## src/rtl/vlop_pkg.sv

```systemverilog
package vlop_pkg;
   typedef enum logic [1:0] {
      JF_STACK = 2'd0,
      JF_BYTE1 = 2'd1,
      JF_WIDE  = 2'd2,
      JF_BYTE2 = 2'd3
   } jform_e;

   localparam int unsigned LEN_W = 3;
   localparam int unsigned OCT_W = 8;
endpackage

```

## src/rtl/vlop_len_dec.sv

```systemverilog
module vlop_len_dec
   import vlop_pkg::*;
(
   input  logic [OCT_W-1:0] opc_i,
   output logic [LEN_W-1:0] len_o
);
   always_comb begin
      unique case (opc_i[OCT_W-1 -: 3])
         3'b000, 3'b010, 3'b011: len_o = LEN_W'(1);
         3'b001:                 len_o = LEN_W'(5);
         3'b100, 3'b101:         len_o = LEN_W'(2);
         default:                len_o = LEN_W'(3);
      endcase
   end
endmodule

```

## src/rtl/vlop_disp_sel.sv

```systemverilog
module vlop_disp_sel
   import vlop_pkg::*;
#(
   parameter int unsigned ADDR_W = 32
) (
   input  logic [OCT_W-1:0]  opc_i,
   input  logic [OCT_W-1:0]  lit1_i,
   input  logic [OCT_W-1:0]  lit2_i,
   input  logic [ADDR_W-1:0] stack_off_i,
   output jform_e            jform_o,
   output logic [ADDR_W-1:0] disp_o
);
   localparam int unsigned EXT8  = ADDR_W - OCT_W;
   localparam int unsigned EXT16 = ADDR_W - 2*OCT_W;

   logic [ADDR_W-1:0] sx1, sx2, sx16;

   assign sx1  = {{EXT8{lit1_i[OCT_W-1]}}, lit1_i};
   assign sx2  = {{EXT8{lit2_i[OCT_W-1]}}, lit2_i};
   assign sx16 = {{EXT16{lit1_i[OCT_W-1]}}, lit1_i, lit2_i};

   always_comb begin
      if (!opc_i[OCT_W-1])
         jform_o = JF_STACK;
      else if (!opc_i[OCT_W-2])
         jform_o = JF_BYTE1;
      else if (!opc_i[OCT_W-3])
         jform_o = JF_WIDE;
      else
         jform_o = JF_BYTE2;
   end

   always_comb begin
      unique case (jform_o)
         JF_STACK: disp_o = stack_off_i;
         JF_BYTE1: disp_o = sx1;
         JF_WIDE:  disp_o = sx16;
         default:  disp_o = sx2;
      endcase
   end
endmodule

```

## src/rtl/vlop_decoder.sv

```systemverilog
module vlop_decoder
   import vlop_pkg::*;
#(
   parameter int unsigned ADDR_W    = 32,
   parameter int unsigned WIN_BYTES = 5,
   parameter bit          REG_OUT   = 1'b1
) (
   input  logic                       clk,
   input  logic                       rst_n,
   input  logic                       in_valid,
   input  logic [ADDR_W-1:0]          pc_i,
   input  logic [WIN_BYTES*OCT_W-1:0] win_i,
   input  logic [ADDR_W-1:0]          stack_off_i,
   output logic                       out_valid,
   output logic [LEN_W-1:0]           len_o,
   output logic [ADDR_W-1:0]         next_pc_o,
   output logic [1:0]                 jform_o,
   output logic [ADDR_W-1:0]         target_o
);
   localparam int unsigned WIN_W = WIN_BYTES * OCT_W;

   if (ADDR_W < 2*OCT_W) begin : g_bad_addr
      $error("vlop_decoder: ADDR_W must hold a 16-bit displacement");
   end
   if (WIN_BYTES < 5) begin : g_bad_win
      $error("vlop_decoder: window must cover a five-byte instruction");
   end

   logic [OCT_W-1:0]  opc, lit1, lit2;
   logic [LEN_W-1:0]  len_c;
   jform_e            jf_c;
   logic [ADDR_W-1:0] disp_c, next_c, tgt_c;

   assign opc  = win_i[0*OCT_W +: OCT_W];
   assign lit1 = win_i[1*OCT_W +: OCT_W];
   assign lit2 = win_i[2*OCT_W +: OCT_W];

   vlop_len_dec u_len (
      .opc_i (opc),
      .len_o (len_c)
   );

   vlop_disp_sel #(.ADDR_W(ADDR_W)) u_disp (
      .opc_i       (opc),
      .lit1_i      (lit1),
      .lit2_i      (lit2),
      .stack_off_i (stack_off_i),
      .jform_o     (jf_c),
      .disp_o      (disp_c)
   );

   assign next_c = pc_i + ADDR_W'(len_c);
   assign tgt_c  = pc_i + disp_c;

   if (REG_OUT) begin : g_reg
      always_ff @(posedge clk) begin
         if (!rst_n) begin
            out_valid <= 1'b0;
            len_o     <= '0;
            next_pc_o <= '0;
            jform_o   <= '0;
            target_o  <= '0;
         end else begin
            out_valid <= in_valid;
            if (in_valid) begin
               len_o     <= len_c;
               next_pc_o <= next_c;
               jform_o   <= jf_c;
               target_o  <= tgt_c;
            end
         end
      end


      valid_delay_chk: assert property (@(posedge clk) disable iff (!rst_n)
         out_valid == $past(in_valid));


      len_five_chk: assert property (@(posedge clk) disable iff (!rst_n)
         in_valid && (win_i[7:5] == 3'b001) |=> len_o == LEN_W'(5));


      next_pc_chk: assert property (@(posedge clk) disable iff (!rst_n)
         in_valid |=> next_pc_o == $past(pc_i) + ADDR_W'(len_o));


      stack_tgt_chk: assert property (@(posedge clk) disable iff (!rst_n)
         in_valid && !win_i[7] |=>
            (jform_o == 2'd0) && (target_o == $past(pc_i + stack_off_i)));


      hold_chk: assert property (@(posedge clk) disable iff (!rst_n)
         !in_valid |=> $stable(target_o) && $stable(next_pc_o)
                       && $stable(len_o) && $stable(jform_o));
   end else begin : g_comb
      assign out_valid = in_valid;
      assign len_o     = len_c;
      assign next_pc_o = next_c;
      assign jform_o   = jf_c;
      assign target_o  = tgt_c;
   end

   logic unused_ok;
   assign unused_ok = ^{win_i[WIN_W-1:3*OCT_W]};
endmodule

```

## config.mk

```make
export PLATFORM = sky130hd
export DESIGN_NAME = vlop_decoder
export DESIGN_NICKNAME = d
export VERILOG_FILES = /design/src/rtl/vlop_pkg.sv /design/src/rtl/vlop_len_dec.sv /design/src/rtl/vlop_disp_sel.sv /design/src/rtl/vlop_decoder.sv
export SDC_FILE = /design/constraint.sdc
export NUM_CORES = 1
export LEC_CHECK = 0
export ABC_AREA = 1
export BUFFER_PORTS_ARGS = -buffer_cell sky130_fd_sc_hd__buf_2
export CAP_MARGIN = 20
export CORE_AREA = 10 10 119 121
export CTS_CLUSTER_DIAMETER = 60
export DETAILED_ROUTE_END_ITERATION = 16
export DIE_AREA = 0 0 129 131
export GPL_TIMING_DRIVEN = 0
export PLACE_DENSITY = 0.9
export SLEW_MARGIN = 20
export SYNTH_ARGS = -nofsm -noshare
export SYNTH_HDL_FRONTEND = slang
export SYNTH_HIERARCHICAL = 1
export SYNTH_SLANG_ARGS = --single-unit
```

## constraint.sdc

```tcl
create_clock -name clk -period 3 [get_ports clk]
set_input_delay 0.15 -clock clk [delete_from_list [all_inputs] [get_ports clk]]
set_output_delay 0.15 -clock clk [all_outputs]
set_load 0.02 [all_outputs]
```

[Word-level counts from Yosys, hierarchy flattened]
Index checks and enable logic that the tools add are counted.
Cells by class
  add/sub/neg operators: 2
  equal/unequal tests: 7
  muxes and demuxes: 5
  reduce and logical (&&, ||, !) cells: 4
Operators by type and width (count)
  $pmux W32 S3: 1
  $add A32 B3 Y32: 1
  $add A32 B32 Y32: 1
  $pmux W3 S3: 1
  $eq A3 B2 Y1 const B: 2
  $eq A3 B3 Y1 const B: 2
  $mux W2: 2
  $eq A3 B1 Y1 const B: 1
  $logic_not A3 Y1: 1
  $reduce_or A3 Y1: 1
  $eq A2 B1 Y1 const B: 1
  $eq A2 B2 Y1 const B: 1
  $logic_not A2 Y1: 1
  $reduce_or A2 Y1: 1
  $mux W1: 1
Storage, ports and cells
  flip-flop bits (word level): 70
  input port bits: 107
  logic and storage cells: 23

[Depth between registers and ports, before layout]
  word-level depth: 6
  mapped depth: 18
  gate-level depth less buffers: 17

[Cells and area by module]
Netlist, hierarchy kept.
Modules (own cells, without submodules)
  vlop_decoder: instances 1, cells each 1032, area an instance 5846.9 µm²
  vlop_disp_sel: instances 1, cells each 104, area an instance 534.3 µm²
  vlop_len_dec: instances 1, cells each 5, area an instance 23.8 µm²

[Worst setup path before layout]
Ideal clock, no wire load.
  kind: input-to-reg
  start point: input win_i[7]
  end point: register target_o[20]
  library setup time: 0.109 ns
  data arrival time: 1.875 ns
  required time: 2.891 ns
  path slack: 1.016 ns
  stages: 16
  cells stage by stage: inv_2 -> clkbuf_1 -> nand2_1 -> nand3_1 -> ha_1 -> fa_1 -> nand3_1 -> nand3_1 -> nand3_1 -> nand3_1 -> nand3_1 -> nand2_1 -> nand2_1 -> nand3_1 -> nand2_1 -> inv_1
On the way
  word-level cells in the longest chain between the ends: 4
  elaborated cells between the ends (all ways): 6
Ends and longest elaborated chain
  start: declaration: RTL line vlop_decoder.sv:12  | input logic [WIN_BYTES*OCT_W-1:0] win_i,
  $mux W2 (*): RTL line vlop_disp_sel.sv:23  | if (!opc_i[OCT_W-1])
  $eq A2 B2 Y1, or another cell as far along: RTL line vlop_disp_sel.sv:34  | unique case (jform_o)
  $pmux W32 S3 (*): RTL line vlop_disp_sel.sv:34
  named net disp_c[0]: RTL line vlop_decoder.sv:32  | logic [ADDR_W-1:0] disp_c, next_c, tgt_c;
  $add A32 B32 Y32 (*): RTL line vlop_decoder.sv:53  | assign tgt_c = pc_i + disp_c;
  end signal: assignment: RTL line vlop_decoder.sv:69  | target_o <= tgt_c;
  end: declaration: RTL line vlop_decoder.sv:18  | output logic [ADDR_W-1:0] target_o
The timed path passes the listed nets; every way through them passes the cells marked *.
A chain may end at the register's enable or synchronous reset.

[Worst setup path after layout]
  start point: input win_i[7]
  end point: register target_o[28]
Same word-level chain as after synthesis.

==> reports/metrics.cfg <==
[layout]
layoutNonFillerInstCount=1457
ff_latch_area_mm2=0.00140
layout.nets=1448
fin_area_mm2=0.00766
fillers=1169
drive_gt1_share_pct=15.7
syn_to_final_growth_pct=19.6
diodes=0
multi_input_area_mm2=0.00413

[clock_network]
clk_latency_ps=350
cts_setup_buffers=0
cts_resized=0
cts.htree.levels=3
root_buffer=clkbuf_16
clk_path_buf_depth=2
cts_tree=done
cts_buffers=9
cts.clk_slew.worst_paths_ps=60
cts.sinks=70
postCtsHoldBufs=0

[worst_setup_path]
arrival_ps=2650
crit_type=in2reg
cp_slowest_stage_delay_ps=470
critPathLaunchType=input pin
cp.required_ps=3250
worstPathCellList=buf_2 > inv_2 > clkbuf_1 > nand2_1 > nand3_1 > ha_1 > fa_1 > nand3_1 > nand3_1 > nand3_1 > nand3_1 > nand2_1 > nand2_1 > nand2_1 > nand3_1 > nand2_1 > inv_1
endpoint_kind=flop
cp_slowest_cell=fa_1
crit_fanout=10
cp_common_cell=nand3_1

[sta]
tightest_slew_ps=669
rsz0062_at_grt=no
clock.fmax_mhz=417
timing.final.hold_violations=0
fin_ws_ps=601
relSlewSlack_pct=55.4
fin_crit_sh_pct=80.0
setup_viol=0
fin_crit_ps=2400
final_max_slew_viol_count=0
setup_tns_ps=0
skew_ps=0

[logic_synthesis]
synth_edf_count=0
synth-seq-cells=70
avgSynthCellArea_um2=5.61
async_reset_ff_share_pct=0
yosys_most_used_dff=dfxtp_1
synth_cell_types=39
synthesis.nets=1284
yosys_warnings=6
synth_area_leader_cell=nand2_1
netlist_area_mm2=0.00640
synth_seq_area_share_pct=21.9
synth_top_area_share_pct=24.1
postSynthCellCount=1141
synth.area.top_cells=nand2_1 (24%), dfxtp_1 (22%), inv_1 (11%), nor2_1 (7.4%), nand3_1 (7.0%)

[placement]
hpwl_um=18600
port-buffer-count=153
placedInstanceArea_mm2=0.00735
dp_slack_ps=306
routabilityCongestion=1.02
place_inst=1441

[floorplan]
rows=40
die_y_um=131
fp.coreArea_mm2=0.0118
initial_utilization_pct=54.2
die_area_mm2=0.0169
ios=177
die_w_um=129

[routing]
vias_per_cell=5.31
drtIter0Drc=970
route.detailed.drc=0
wl_per_cell_um=15.7
ant_nets=0
finalWirelength_um=22900
vias=7743
drt-pass1-iter-count=6

[power]
powerDensity_mw_per_mm2=462
power_mw=3.54
leakage_nw=4.67
peakVddDrop_mv=0.232

[global_routing]
grt_pass1_wl_um=35500
grt_pass1_vias=7193
grt_overflow=0
antenna_found_initial=0
globalRouteTotalUtil_pct=26.6
grt_max_degree=15

[status]
status=completed

[job]
cap_violations=0

[min_path]
hold_class=in2reg

through the flow:
stage / hold WS, ps / utilization [%]
CTS: 170 / 64.9
global route: 194 / 64.9
global placement: 464 / 62.3
detailed placement: 464 / 62.3
floorplan: 340 / -
finish: 163 / 64.9
power breakdown:
| group | total (mW) | internal (mW) | switching [mW] |
|---|---|---|---|
| Sequential | 1.07 | 1.03 | 0.0461 |
| Clock | 1.12 | 0.655 | 0.466 |
| Combinational | 1.35 | 0.449 | 0.900 |
cell usage after synthesis, types with 2 or more instances:
library cell  instances
a21oi_1              20
and2_1                2
buf_2                 9
clkbuf_1             21
dfxtp_1              70
fa_1                  2
ha_1                 34
inv_1               191
inv_2                 3
nand2_1             411
nand2_2               4
nand2_4               3
nand3_1              90
nand3b_1              3
nand4_1              34
nor2_1              127
nor2_2                4
nor2_4                3
nor3_1                8
nor3_2                2
o211ai_1              6
o21ai_0              43
o21ai_1               2
o21bai_1              3
or2_0                 2
or2_2                 2
xnor2_1              15
xor2_1               16
layout make-up:
type                       count  share of cell area (%)
buffer                        31                    1.76
clock buffer                   9                    2.94
clock inverter                 7                    1.05
inverter                     196                    9.64
multi-input combinational    844                    53.9
sequential                    70                    18.3
tap                          147                    2.40
timing repair buffer         153                    10.0
state kept, by name, summed over array words and instances, names as in the netlist:
signal     cells
next_pc_o     32
jform_o        2
target_o      32
out_valid      1
len_o          3
routing by layer:
metal / routed length (um) / vias up / global-route usage, %
met4: 732 / 0 / 10.6
li1: - / 3856 / -
met5: 0 / - / 0
met2: 10500 / 341 / 45.0
met3: 2080 / 56 / 4.63
met1: 9560 / 3490 / 32.8
worst max-delay path, delay by kind of cell:
family | cells | cell delay, ps
adders and majority gates | 2 | 720
buffers and inverters | 4 | 580
and+or+nand+nor | 11 | 1200
layout by cell type, fill, tap and decap left out, types with 20 or more instances in the layout:
master and instances:
a21oi_1 20, buf_2 162, clkbuf_1 21, dfxtp_1 70, ha_1 34, inv_1 191, nand2_1 411, nand3_1 90
nand4_1 34, nor2_1 127, o21ai_0 43
path summary, 6_finish.rpt:
kind	startpoint	to	slack, ps	cells past startpoint
worst min register to register	target_o[11]	target_o[11]	490	2
worst min-delay path	pc_i[31]	next_pc_o[31]	160	5
worst max-delay path	win_i[7]	target_o[28]	600	17
worst max register to register	next_pc_o[3]	next_pc_o[3]	2300	4
logic make-up after synthesis:
group / count (synthesis) / synth area share [%]
AOI/OAI and AO/OA: 78 / 6.66
DFF: 70 / 21.9
xor gates and xnor gates: 31 / 4.24
adders and majority gates: 36 / 7.27
and+or+nand+nor: 699 / 46.3
buffers and inverters: 227 / 13.6
Note: power is estimated with default switching activity, not from simulation.
